===== src/rtl/vtg_pkg.sv =====
package vtg_pkg;
  localparam int CNT_W_DEF   = 16;
  localparam int PIX_W_DEF   = 24;
  localparam int RST_STAGES  = 2;

  typedef enum logic [1:0] {
    SRC_STREAM_A = 2'd0,
    SRC_STREAM_B = 2'd1,
    SRC_RAMP     = 2'd2,
    SRC_FLAT     = 2'd3
  } src_e;

  function automatic logic src_is_live(input logic [1:0] sel);
    return (sel[1] == 1'b0);
  endfunction
endpackage


===== src/rtl/vtg_rst_sync.sv =====
module vtg_rst_sync #(
  parameter int STAGES = vtg_pkg::RST_STAGES
) (
  input  logic clk,
  input  logic rst_n,
  output logic rst_n_sync
);
  logic [STAGES-1:0] chain_q;

  always_ff @(posedge clk or negedge rst_n) begin
    if (!rst_n) chain_q <= '0;
    else        chain_q <= {chain_q[STAGES-2:0], 1'b1};
  end

  assign rst_n_sync = chain_q[STAGES-1];
endmodule


===== src/rtl/vtg_axis.sv =====
module vtg_axis #(
  parameter int W = vtg_pkg::CNT_W_DEF
) (
  input  logic         clk,
  input  logic         rst_n,
  input  logic         adv,
  input  logic [W-1:0] total,
  input  logic [W-1:0] sync_len,
  input  logic [W-1:0] win_lo,
  input  logic [W-1:0] win_hi,
  output logic [W-1:0] cnt,
  output logic         at_last,
  output logic         in_sync,
  output logic         in_win
);
  logic [W-1:0] cnt_q, cnt_d;
  logic [W:0]   inc;

  always_comb begin
    inc     = {1'b0, cnt_q} + {{W{1'b0}}, 1'b1};
    at_last = (inc >= {1'b0, total});
    cnt_d   = cnt_q;
    if (adv) cnt_d = at_last ? '0 : inc[W-1:0];
  end

  always_ff @(posedge clk or negedge rst_n) begin
    if (!rst_n) cnt_q <= '0;
    else        cnt_q <= cnt_d;
  end

  assign cnt     = cnt_q;
  assign in_sync = (cnt_q < sync_len);
  assign in_win  = (cnt_q >= win_lo) && (cnt_q < win_hi);
endmodule


===== src/rtl/vtg_pixsrc.sv =====
module vtg_pixsrc #(
  parameter int PIX_W = vtg_pkg::PIX_W_DEF
) (
  input  logic             clk,
  input  logic             rst_n,
  input  logic             active,
  input  logic             frame_end,
  input  logic [1:0]       sel,
  input  logic [PIX_W-1:0] flat_px,
  input  logic [PIX_W-1:0] stream_px,
  output logic [PIX_W-1:0] px_next
);
  import vtg_pkg::*;

  logic [PIX_W-1:0] ramp_q, ramp_d;

  always_comb begin
    ramp_d = ramp_q;
    if (frame_end)   ramp_d = '0;
    else if (active) ramp_d = ramp_q + {{(PIX_W-1){1'b0}}, 1'b1};
  end

  always_comb begin
    px_next = '0;
    if (active) begin
      case (src_e'(sel))
        SRC_FLAT: px_next = flat_px;
        SRC_RAMP: px_next = ramp_q;
        default:  px_next = stream_px;
      endcase
    end
  end

  always_ff @(posedge clk or negedge rst_n) begin
    if (!rst_n) ramp_q <= '0;
    else        ramp_q <= ramp_d;
  end
endmodule


===== src/rtl/vtg_top.sv =====
module vtg_top #(
  parameter int CNT_W = vtg_pkg::CNT_W_DEF,
  parameter int PIX_W = vtg_pkg::PIX_W_DEF
) (
  input  logic             clk,
  input  logic             rst_n,
  input  logic [CNT_W-1:0] h_total,
  input  logic [CNT_W-1:0] h_sync_len,
  input  logic [CNT_W-1:0] h_de_start,
  input  logic [CNT_W-1:0] h_de_stop,
  input  logic [CNT_W-1:0] v_total,
  input  logic [CNT_W-1:0] v_sync_len,
  input  logic [CNT_W-1:0] v_de_start,
  input  logic [CNT_W-1:0] v_de_stop,
  input  logic [1:0]       src_sel,
  input  logic [PIX_W-1:0] const_rgb,
  input  logic [PIX_W-1:0] in_pixel,
  output logic             in_req,
  output logic             hsync,
  output logic             vsync,
  output logic             de,
  output logic [PIX_W-1:0] pixel_out
);
  import vtg_pkg::*;

  logic             rst_i;
  logic [CNT_W-1:0] h_cnt, v_cnt;
  logic             h_last, v_last, h_sync, v_sync, h_win, v_win;
  logic             active;
  logic [PIX_W-1:0] px_d;
  logic             hs_d, vs_d, de_d;
  logic             hs_q, vs_q, de_q;
  logic [PIX_W-1:0] px_q;

  vtg_rst_sync u_rst (.clk(clk), .rst_n(rst_n), .rst_n_sync(rst_i));

  vtg_axis #(.W(CNT_W)) u_h (
    .clk(clk), .rst_n(rst_i), .adv(1'b1),
    .total(h_total), .sync_len(h_sync_len),
    .win_lo(h_de_start), .win_hi(h_de_stop),
    .cnt(h_cnt), .at_last(h_last), .in_sync(h_sync), .in_win(h_win)
  );

  vtg_axis #(.W(CNT_W)) u_v (
    .clk(clk), .rst_n(rst_i), .adv(h_last),
    .total(v_total), .sync_len(v_sync_len),
    .win_lo(v_de_start), .win_hi(v_de_stop),
    .cnt(v_cnt), .at_last(v_last), .in_sync(v_sync), .in_win(v_win)
  );

  assign active = h_win && v_win;

  vtg_pixsrc #(.PIX_W(PIX_W)) u_px (
    .clk(clk), .rst_n(rst_i), .active(active),
    .frame_end(h_last && v_last), .sel(src_sel),
    .flat_px(const_rgb), .stream_px(in_pixel), .px_next(px_d)
  );

  always_comb begin
    hs_d = h_sync;
    vs_d = v_sync;
    de_d = active;
  end

  always_ff @(posedge clk or negedge rst_i) begin
    if (!rst_i) begin
      hs_q <= 1'b0;
      vs_q <= 1'b0;
      de_q <= 1'b0;
      px_q <= '0;
    end else begin
      hs_q <= hs_d;
      vs_q <= vs_d;
      de_q <= de_d;
      px_q <= px_d;
    end
  end

  assign in_req    = rst_i && active && src_is_live(src_sel);
  assign hsync     = hs_q;
  assign vsync     = vs_q;
  assign de        = de_q;
  assign pixel_out = px_q;
endmodule


===== config.mk =====
export PLATFORM = sky130hd
export DESIGN_NAME = vtg_top
export DESIGN_NICKNAME = d
export VERILOG_FILES = /design/src/rtl/vtg_pkg.sv /design/src/rtl/vtg_rst_sync.sv /design/src/rtl/vtg_axis.sv /design/src/rtl/vtg_pixsrc.sv /design/src/rtl/vtg_top.sv
export SDC_FILE = /design/constraint.sdc
export NUM_CORES = 1
export LEC_CHECK = 0
export BUFFER_PORTS_ARGS = -buffer_cell sky130_fd_sc_hd__clkbuf_2
export CAP_MARGIN = 0
export CORE_AREA = 3 3 123 125
export DETAILED_ROUTE_END_ITERATION = 16
export DIE_AREA = 0 0 126 128
export GPL_TIMING_DRIVEN = 0
export PLACE_DENSITY_LB_ADDON = 0.1
export SYNTH_ARGS = -nofsm -noshare
export SYNTH_HDL_FRONTEND = slang
export SYNTH_HIERARCHICAL = 1
export SYNTH_SLANG_ARGS = --single-unit

===== constraint.sdc =====
create_clock -name clk -period 3.4 [get_ports clk]
set_clock_uncertainty 0.1 [all_clocks]
set_input_delay 0.34 -clock clk [delete_from_list [all_inputs] [get_ports clk]]
set_output_delay 0.34 -clock clk [all_outputs]
set_load 0.03 [all_outputs]

==> results of run 1 <==
synth_stat cells, types with 23 or more instances:
cell | number | share of area, %
sky130_fd_sc_hd__inv_1 | 130 | 6.5
sky130_fd_sc_hd__ha_1 | 127 | 21
sky130_fd_sc_hd__dfrtp_1 | 85 | 28
sky130_fd_sc_hd__nand2_1 | 61 | 3.0
sky130_fd_sc_hd__nor2_1 | 41 | 2.0
sky130_fd_sc_hd__o21ai_0 | 35 | 2.3
sky130_fd_sc_hd__nand4_1 | 28 | 2.3
sky130_fd_sc_hd__a21oi_1 | 27 | 1.8
sky130_fd_sc_hd__o211a_1 | 26 | 3.4
sky130_fd_sc_hd__a21o_1 | 24 | 2.4
sky130_fd_sc_hd__mux2i_1 | 23 | 3.0
cell families after synthesis:
logic type	after synthesis	synth area share [%]
buf+inv	155	8.26
other cells	2	0.0994
compound gates	194	19.0
simple gates	221	15.7
mux	25	3.35
flops	85	28.2
fa+ha+maj	127	21.0
xor+xnor	38	4.41
routing by layer:
layer / global-route usage [%] / share of wire (%)
met1: 31.9 / 45
met2: 41.3 / 49
met3: 4.08 / 4.8
met4: 7.57 / 1.8
met5: 0 / 0
where the power goes:
part,internal [mW],switching [mW],total [mW]
clock network,0.497,0.399,0.896
registers,1.04,0.0620,1.11
logic,0.355,0.353,0.708
total,1.90,0.814,2.71
state kept, by name, summed over array words and instances, names as in the netlist:
signal / flops
vsync: 1
u_v/cnt: 16
u_rst/chain_q: 2
de: 1
pixel_out: 24
u_h/cnt: 16
hsync: 1
u_px/ramp_q: 24
cell type report:
type                       instances  area (µm²)  share of cell area, %
multi-input combinational        613        5210                   52.2
sequential                        85        2160                   21.6
timing repair buffer             256        1470                   14.8
inverter                         132         500                   5.02
clock buffer                      11         233                   2.33
tap                              180         225                   2.26
buffer                            21         145                   1.45
clock inverter                     5        37.5                  0.376
final timing paths:
kind                                  startpoint         endpoint  slack [ns]  cells past startpoint
max in group asynchronous       u_rst/chain_q[1]       u_h/cnt[8]        2.43                      1
min in group asynchronous       u_rst/chain_q[1]     pixel_out[6]        0.14                      0
worst min register to register  u_rst/chain_q[1]     pixel_out[6]        0.14                      0
worst max-delay path                  u_v/cnt[5]  u_px/ramp_q[19]       -0.05                     17
worst min-delay path                 in_pixel[8]     pixel_out[8]        0.13                      2
worst max register to register        u_v/cnt[5]  u_px/ramp_q[19]       -0.05                     17
worst max-delay path: stages (launching register included):
cell	delay, ns
sky130_fd_sc_hd__dfrtp_2	0.41
sky130_fd_sc_hd__buf_6	0.13
sky130_fd_sc_hd__nand4_1	0.26
sky130_fd_sc_hd__nor3_4	0.34
sky130_fd_sc_hd__buf_4	0.17
sky130_fd_sc_hd__and3_4	0.19
sky130_fd_sc_hd__xor2_2	0.16
sky130_fd_sc_hd__ha_1	0.25
sky130_fd_sc_hd__nand4_1	0.10
sky130_fd_sc_hd__buf_4	0.15
sky130_fd_sc_hd__nor2_2	0.05
sky130_fd_sc_hd__a32oi_2	0.28
sky130_fd_sc_hd__nand3_4	0.13
sky130_fd_sc_hd__buf_8	0.16
sky130_fd_sc_hd__and2_4	0.15
sky130_fd_sc_hd__buf_6	0.12
sky130_fd_sc_hd__buf_6	0.12
sky130_fd_sc_hd__a21oi_1	0.11
stage by stage:
step                area, µm²  hold WS [ns]  TNS, ns
floorplan                7580       -0.0556        0
global placement         8830        0.0284   -60.20
detailed placement       8860        0.0277   -30.05
CTS                      9460         0.116        0
global route             9980         0.126    -2.76
finish                   9980         0.128   -0.281
repair_timing:
| item | in CTS | in global routing |
|---|---|---|
| hold buffers | 1 | 0 |
| pin swaps | 19 | 50 |
| endpoints found under the setup margin | 77 | 49 |
| gates cloned | 0 | 1 |
| endpoints found under the hold margin | 2 | 0 |
| buffers inserted | 18 | 30 |
| resized for setup | 52 | 82 |
==> reports/summary.md, run 1 <==
GRT
• remaining global-route overflow: 0
• antenna violations before repair: 0
• combined global-route utilization of all metal layers: 24.3%
• wire length of the first global-routing pass: 32.3 mm
• via count of the first global-routing pass: 6905
• pin count of the biggest net entering global routing: 64

Floorplan
• site row count: 43
• core outline area: 14000 µm²
• starting density of the core: 54.0%
• width of the chip: 126 µm
• die span in y: 128 µm
• count of boundary I/O pins: 208
• total die area: 16100 µm²

Clocking
• CTS Buffer Depth: 2
• H-tree lvl count: 3
• Clock transition at path regs: 0.06 ns
• clock tree from TritonCTS: yes
• insertion delay of the later-clocked pin in the worst-skew pair: 0.34 ns
• number of buffers created by CTS: 9
• sink count of the clock tree: 85
• clock root cell: sky130_fd_sc_hd__clkbuf_16

STA
• final setup violation count: 9
• unrepaired setup endpoints after global routing: yes
• Setup WS post-layout: -0.0530 ns
• final critical-path required period: 3.45 ns
• Max transition margin: 55.2%
• share of the clock period used by the worst path: 102%
• Hold Violations, Final: 0
• Max Clock Freq: 290 MHz
• slew at the pin with the worst max-slew slack: 0.672 ns
• count of final max-slew check failures: 0

Setup path
• required time of the worst setup path: 3.56 ns
• startpoint type of the worst setup path: flip-flop
• largest fanout of any net on the critical path: 6
• CP Class: reg -> reg
• endpoint type of the worst setup path: flip-flop
• endpoint arrival time on the critical path: 3.61 ns

Logic synthesis
• synth unique cells: 55
• number of synthesis warnings: 6
• Seq/Total Area, Yosys: 28.2%
• post-synthesis area per instance: 8.92 µm²
• number of synthesized flops with an enable pin: 0
• cells after synthesis: 847
• area of the mapped netlist: 7550 µm²
• post-synthesis async set-or-reset flop share: 100%
• most used flip-flop cell after synthesis: sky130_fd_sc_hd__dfrtp_1
• post-synthesis sequential element count: 85

Cells and area
• leading cell type in the layout, fill and taps excluded: sky130_fd_sc_hd__clkbuf_2
• share of cells above drive strength 1: 34.1%
• number of fill cells in the layout: 1129
• number of standard cells in the layout, taps in and fillers out: 1303
• Area Overhead vs Synth: 32.1%
• most frequent cells in the layout: sky130_fd_sc_hd__clkbuf_2, sky130_fd_sc_hd__inv_1, sky130_fd_sc_hd__ha_1
• antenna cell count: 0
• utilization after layout: 71.3%
• count of nets after finishing: 1425

Placement
• GP Congestion: 0.840
• total half-perimeter wirelength after legalization and detailed placement: 15.2 mm
• Post-Place Worst Slack: -0.786 ns
• # placed instances: 1240
• number of buffers inserted by port buffering: 206

Routing
• iteration-0 DRC count of the detailed router: 381
• count of antenna-violating nets left after detailed routing: 0
• via count normalized by instance count: 5.44
• via total after detailed routing: 7092
• number of detailed-routing iterations run before antenna repair: 4
• Avg WL per Cell: 15.8 µm
• drc violations: 0
• sum of routed wire length over all layers: 20.6 mm

Status
• status: finished with violations
• failing checks: negative setup slack

Power and ir drop
• total power draw: 2.71 mW
• power density cells: 272 nW/µm²
• worst voltage drop across the vdd grid: 0.235 mV
• Leak: 5.93 nW

Run
• Maximum Capacitance Violations: 0

Worst hold path
• type of the tightest min-delay check: in -> reg

(Power assumes the default switching activity.)
==> run 2: changes to the inputs <==
CORE_AREA = 3 3 122 124   (was 3 3 123 125)
CTS_BUF_LIST = sky130_fd_sc_hd__clkbuf_8   (was not set)
DIE_AREA = 0 0 125 127   (was 0 0 126 128)
TNS_END_PERCENT = 50   (was not set)
clock period = 3.6 ns   (was 3.4 ns; I/O delays follow)
==> reports/summary.md, run 2 (same netlist as run 1, synthesis figures left out) <==
Status
• status: finished, final reports clean

STA
• slew at the pin with the worst max-slew slack: 0.588 ns, -0.0836 ns
• count of final max-slew check failures: 0, unchanged
• Hold Violations, Final: 0, unchanged
• worst hold slack: 0.112 ns, -0.0165 ns
• final setup violation count: 0, -9
• Setup WS post-layout: 0.138 ns, +0.190 ns
• TNS Setup: 0 ns, +0.281 ns
• share of the clock period used by the worst path: 96.2%, -5.4 points
• Max Clock Freq: 289 MHz, -0.27%
• final critical-path required period: 3.46 ns, +0.00951 ns
• Max transition margin: 60.8%, +5.6 points

Clocking
• insertion delay of the later-clocked pin in the worst-skew pair: 0.37 ns, +0.03 ns
• sink count of the clock tree: 85, unchanged
• H-tree lvl count: 3, unchanged
• CTS Buffer Depth: 2, unchanged
• number of buffers created by CTS: 9, unchanged
• clock root cell: sky130_fd_sc_hd__clkbuf_8
• clock tree from TritonCTS: yes
• Clock transition at path regs: 0.10 ns, +0.04 ns

Floorplan
• starting density of the core: 54.4%, +0.42 points
• site row count: 43, unchanged
• die span in y: 127 µm, -0.78%
• total die area: 15900 µm², -1.6%
• width of the chip: 125 µm, -0.79%
• count of boundary I/O pins: 208, unchanged
• core outline area: 13900 µm², -0.77%

Routing
• number of detailed-routing iterations run before antenna repair: 5, +1
• count of antenna-violating nets left after detailed routing: 0, unchanged
• via total after detailed routing: 7005, -1.2%
• iteration-0 DRC count of the detailed router: 316, -17%
• drc violations: 0, unchanged
• Avg WL per Cell: 15.1 µm, -4.6%
• via count normalized by instance count: 5.43, -0.31%
• sum of routed wire length over all layers: 19.5 mm, -5.5%

Setup path
• largest incremental delay on the critical path: 0.46 ns, +0.05 ns
• endpoint type of the worst setup path: flip-flop
• family of cells with the greatest summed delay on the critical path: compound AO/OA/AOI/OAI gates
• crit path buf inv count: 1, -5
• launch point of the worst path: u_v/cnt[5]
• endpoint arrival time on the critical path: 3.66 ns, +0.05 ns
• CP Class: reg -> reg
• largest fanout of any net on the critical path: 7, +1
• cell-by-cell trace of the critical path: ha_1 -> a21o_1 -> a211oi_1 -> o211ai_1 -> a221oi_2 -> o211a_1 -> and2_4 -> nand4_4 -> or3_4 -> buf_6 -> or3_2 -> a21oi_2
• reg-to-reg startpoint: u_v/cnt[5]
• required time of the worst setup path: 3.80 ns, +0.24 ns
• Slowest cell on crit path: sky130_fd_sc_hd__dfrtp_2
• startpoint type of the worst setup path: flip-flop

Cells and area
• Area Overhead vs Synth: 26.2%
• count of nets after finishing: 1413, -0.84%
• antenna cell count: 0, unchanged
• number of standard cells in the layout, taps in and fillers out: 1291, -0.92%
• summed area of non-filler cells in the final layout: 9540 µm², -4.4%
• leading cell type in the layout, fill and taps excluded: sky130_fd_sc_hd__clkbuf_2
• utilization after layout: 68.7%, -2.6 points
• share of cells above drive strength 1: 29.3%, -4.8 points
• most frequent cells in the layout: sky130_fd_sc_hd__clkbuf_2, sky130_fd_sc_hd__inv_1, sky130_fd_sc_hd__ha_1

Placement
• total half-perimeter wirelength after legalization and detailed placement: 15.1 mm, -0.16%
• Post-Place Worst Slack: -0.593 ns, +0.192 ns
• GP Congestion: 0.865, +2.9%
• # placed instances: 1240, unchanged
• number of buffers inserted by port buffering: 206, unchanged
• post-detailed-placement cell area: 8860 µm², unchanged

GRT
• combined global-route utilization of all metal layers: 23.6%, -0.68 points
• wire length of the first global-routing pass: 31.1 mm, -3.8%
• via count of the first global-routing pass: 6636, -3.9%
• antenna violations before repair: 0, unchanged
• pin count of the biggest net entering global routing: 59, -7.8%
• remaining global-route overflow: 0, unchanged

Power and ir drop
• total power draw: 2.34 mW, -14%
• total internal power: 1.59 mW, -16%
• power density cells: 245 nW/µm², -9.8%
• fraction of power consumed by sequential logic: 44.4%, +3.6 points
• Leak: 5.82 nW, -2.0%
• worst voltage drop across the vdd grid: 0.229 mV, -2.4%
• switching fraction of total power: 31.8%, +1.8 points
• Gate power share: 27.0%, +0.9 points
• power dissipated by switching net loads: 744 µW, -8.6%
• clock share of power: 28.6%, -4.5 points

Run
• Maximum Capacitance Violations: 0, unchanged

Worst hold path
• type of the tightest min-delay check: in -> reg
• Worst Min Path Start: in_pixel[18]

==> run 2: power by group through the flow <==
| stage | Clock (mW) | Combinational, mW | Sequential, mW |
|---|---|---|---|
| 2_1_floorplan | 0 | 0.354 | 1.05 |
| 3_3_place_gp | 0 | 0.531 | 1.07 |
| 3_5_place_dp | 0 | 0.567 | 1.06 |
| 4_1_cts | 0.687 | 0.594 | 1.03 |
| 5_1_grt | 0.735 | 0.716 | 1.04 |
| 6_report | 0.668 | 0.631 | 1.04 |
==> run 2: layer usage <==
metal	routed length, µm	GRT usage (%)	up-vias
met3	989	3.51	19
li1	-	-	3539
met5	0	0	-
met4	250	6.76	0
met1	8670	31.0	3243
met2	9550	40.9	204
==> run 2: final timing paths <==
path | end | slack [ns] | cells past startpoint
max in group asynchronous | u_h/cnt[0] | 2.60 | 1
min | pixel_out[18] | 0.11 | 2
max reg2reg | u_px/ramp_q[13] | 0.14 | 12
min in group asynchronous | pixel_out[23] | 0.15 | 0
min reg2reg | pixel_out[23] | 0.15 | 0
max | u_px/ramp_q[13] | 0.14 | 12
==> run 2: layout make-up <==
| cell class | count | area [µm²] |
|---|---|---|
| clock inverters | 5 | 42.5 |
| repair buffers | 243 | 1350 |
| multi-input cells | 613 | 4990 |
| inverters | 132 | 497 |
| clock buffers | 11 | 151 |
| flip-flops and latches | 85 | 2150 |
| well taps | 180 | 225 |
| plain buffers | 22 | 141 |
| fillers | 1181 | 4340 |
==> run 2: worst reg2reg max path, delay by kind of cell (launching register included) <==
family	cells	cell delay (ns)
fa+ha+maj	1	0.33
buf+inv	1	0.15
compound gates	6	1.23
flops	1	0.46
simple gates	4	1.13
==> run 2: what timing repair did <==
action / CTS / global route
setup buffers: 9 / 25
gates resized for setup: 32 / 28
hold buffers: 1 / 0
pin swaps: 12 / 17
hold endpoints to repair: 2 / 0
cloned: 0 / 1
endpoints found under the setup margin: 42 / 51
==> run 3: changes to the inputs <==
CORE_AREA = 3 3 123 125   (was 3 3 122 124)
CTS_BUF_LIST = sky130_fd_sc_hd__clkbuf_16   (was sky130_fd_sc_hd__clkbuf_8)
DIE_AREA = 0 0 126 128   (was 0 0 125 127)
==> reports/summary.md, run 3 (same netlist as run 1, synthesis figures left out) <==
Status
• status: finished, final reports clean

Clocking
• Clock transition at path regs: 0.06 ns, -0.04 ns
• sink count of the clock tree: 85, unchanged
• H-tree lvl count: 3, unchanged
• CTS Buffer Depth: 2, unchanged
• clock tree from TritonCTS: yes
• insertion delay of the later-clocked pin in the worst-skew pair: 0.33 ns, -0.04 ns
• number of buffers created by CTS: 9, unchanged
• clock root cell: sky130_fd_sc_hd__clkbuf_16

Power and ir drop
• worst voltage drop across the vdd grid: 0.195 mV, -15%
• clock share of power: 32.9%, +4.3 points
• total internal power: 1.79 mW, +13%
• total power draw: 2.54 mW, +8.9%
• fraction of power consumed by sequential logic: 40.8%, -3.6 points
• Gate power share: 26.3%, -0.7 points
• switching fraction of total power: 29.5%, -2.3 points
• Leak: 5.87 nW, +0.94%
• power density cells: 262 nW/µm², +6.8%
• power dissipated by switching net loads: 751 µW, +0.92%

Floorplan
• site row count: 43, unchanged
• width of the chip: 126 µm, +0.80%
• count of boundary I/O pins: 208, unchanged
• core outline area: 14000 µm², +0.78%
• total die area: 16100 µm², +1.6%
• die span in y: 128 µm, +0.79%
• starting density of the core: 54.0%, -0.42 points

STA
• Max transition margin: 54.2%, -6.6 points
• final setup violation count: 0, unchanged
• Max Clock Freq: 284 MHz, -1.6%
• slew at the pin with the worst max-slew slack: 0.688 ns, +0.0994 ns
• count of final max-slew check failures: 0, unchanged
• Setup WS post-layout: 0.0806 ns, -0.0569 ns
• share of the clock period used by the worst path: 97.8%, +1.6 points
• final critical-path required period: 3.52 ns, +0.0569 ns
• unrepaired setup endpoints after global routing: yes
• Hold Violations, Final: 0, unchanged
• worst hold slack: 0.133 ns, +0.0218 ns

Routing
• number of detailed-routing iterations run before antenna repair: 5, unchanged
• via count normalized by instance count: 5.42, about the same
• count of antenna-violating nets left after detailed routing: 0, unchanged
• via total after detailed routing: 7004, -0.014%
• iteration-0 DRC count of the detailed router: 338, +7.0%
• Avg WL per Cell: 15.4 µm, +2.1%
• sum of routed wire length over all layers: 19.9 mm, +2.2%
• drc violations: 0, unchanged

Cells and area
• utilization after layout: 69.5%, +0.78 points
• Area Overhead vs Synth: 28.7%
• most frequent cells in the layout: sky130_fd_sc_hd__clkbuf_2, sky130_fd_sc_hd__inv_1, sky130_fd_sc_hd__ha_1
• antenna cell count: 0, unchanged
• share of cells above drive strength 1: 31.0%, +1.7 points
• number of standard cells in the layout, taps in and fillers out: 1292, +0.077%
• leading cell type in the layout, fill and taps excluded: sky130_fd_sc_hd__clkbuf_2
• total area of multi-input combinational cells: 5070 µm², +1.6%
• Register Area: 2150 µm², +0.41%
• count of nets after finishing: 1414, +0.071%
• number of fill cells in the layout: 1187, +0.51%

Worst hold path
• type of the tightest min-delay check: reg -> async

Setup path
• endpoint arrival time on the critical path: 3.68 ns, +0.02 ns
• cell-by-cell trace of the critical path: buf_4 -> nand4_1 -> nor3_4 -> and3_4 -> xor2_2 -> ha_1 -> nand4_1 -> buf_4 -> nor4_4 -> a32oi_2 -> nand3_4 -> buf_6 -> and2_4 -> dlymetal6s2s_1 -> buf_4 -> a21oi_1
• crit path buf inv count: 5, +4
• required time of the worst setup path: 3.76 ns, -0.04 ns
• largest fanout of any net on the critical path: 10, +3
• Slowest cell on crit path: sky130_fd_sc_hd__dfrtp_2
• family of cells with the greatest summed delay on the critical path: simple AND/OR/NAND/NOR gates
• library cell appearing most often on the critical path: sky130_fd_sc_hd__buf_4
• startpoint type of the worst setup path: flip-flop
• endpoint type of the worst setup path: flip-flop
• CP Class: reg -> reg
• largest incremental delay on the critical path: 0.40 ns, -0.06 ns

GRT
• wire length of the first global-routing pass: 31.8 mm, +2.2%
• combined global-route utilization of all metal layers: 23.9%, +0.26 points
• pin count of the biggest net entering global routing: 64, +8.5%
• remaining global-route overflow: 0, unchanged
• via count of the first global-routing pass: 6754, +1.8%
• antenna violations before repair: 0, unchanged

Placement
• GP Congestion: 0.840, -2.8%
• # placed instances: 1240, unchanged
• Post-Place Worst Slack: -0.586 ns, +0.00785 ns
• number of buffers inserted by port buffering: 206, unchanged
• total half-perimeter wirelength after legalization and detailed placement: 15.2 mm, +0.16%

Run
• Maximum Capacitance Violations: 0, unchanged

==> run 3: cell types whose count changed in the layout (fill, tap and decap cells not counted), sizes merged <==
cell	delta
buf	-1
clkinv	+1
clkinvlp	+1
==> run 3: layer usage <==
layer / vias to the layer above / global-route usage, % / wire length [µm] / part of all wire [%]
met5: - / 0 / 0 / 0
li1: 3557 / - / - / -
met4: 0 / 6.88 / 269 / 1.4
met3: 24 / 3.75 / 920 / 4.6
met2: 182 / 40.5 / 9630 / 48
met1: 3241 / 31.7 / 9070 / 46
==> run 3: worst paths after layout <==
| kind | start | end | slack (ns) | cells past startpoint |
|---|---|---|---|---|
| worst min register to register | u_rst/chain_q[1] | pixel_out[6] | 0.13 | 0 |
| min in group clk | in_pixel[8] | pixel_out[8] | 0.15 | 2 |
| max in group asynchronous | u_rst/chain_q[1] | u_h/cnt[8] | 2.63 | 1 |
| worst max register to register | u_v/cnt[5] | u_px/ramp_q[5] | 0.08 | 16 |
| worst max-delay path | u_v/cnt[5] | u_px/ramp_q[5] | 0.08 | 16 |
| worst min-delay path | u_rst/chain_q[1] | pixel_out[6] | 0.13 | 0 |
==> run 3: final cells by class <==
type,instances,area share (%)
inverter,132,5.11
sequential,85,22.2
tap,180,2.32
clock buffer,9,2.32
timing repair buffer,244,14.0
multi-input combinational,613,52.1
clock inverter,7,0.463
buffer,22,1.49
==> run 3: stage by stage <==
step / area [µm²] / TNS, ns
after global routing: 9720 / -0.208
after global placement: 8830 / -33.23
after CTS: 9310 / 0
after detailed placement: 8860 / -19.73
after floorplan: 7580 / 0
final: 9720 / 0
==> run 3: power groups by stage <==
stage               Sequential, mW  Clock [mW]  Combinational [mW]
global route                  1.04       0.905               0.756
finish                        1.04       0.838               0.668
global placement              1.07           0               0.530
detailed placement            1.06           0               0.561
floorplan                     1.05           0               0.354
CTS                           1.04       0.861               0.574
==> run 3: repair_timing <==
| action | 4_1_cts | 5_1_grt |
|---|---|---|
| setup buffers | 10 | 25 |
| setup endpoints to repair | 42 | 42 |
| cloned | 0 | 1 |
| resized for setup | 30 | 53 |
| hold buffers | 1 | 0 |
| pin swaps | 12 | 25 |
| hold endpoints to repair | 2 | 0 |
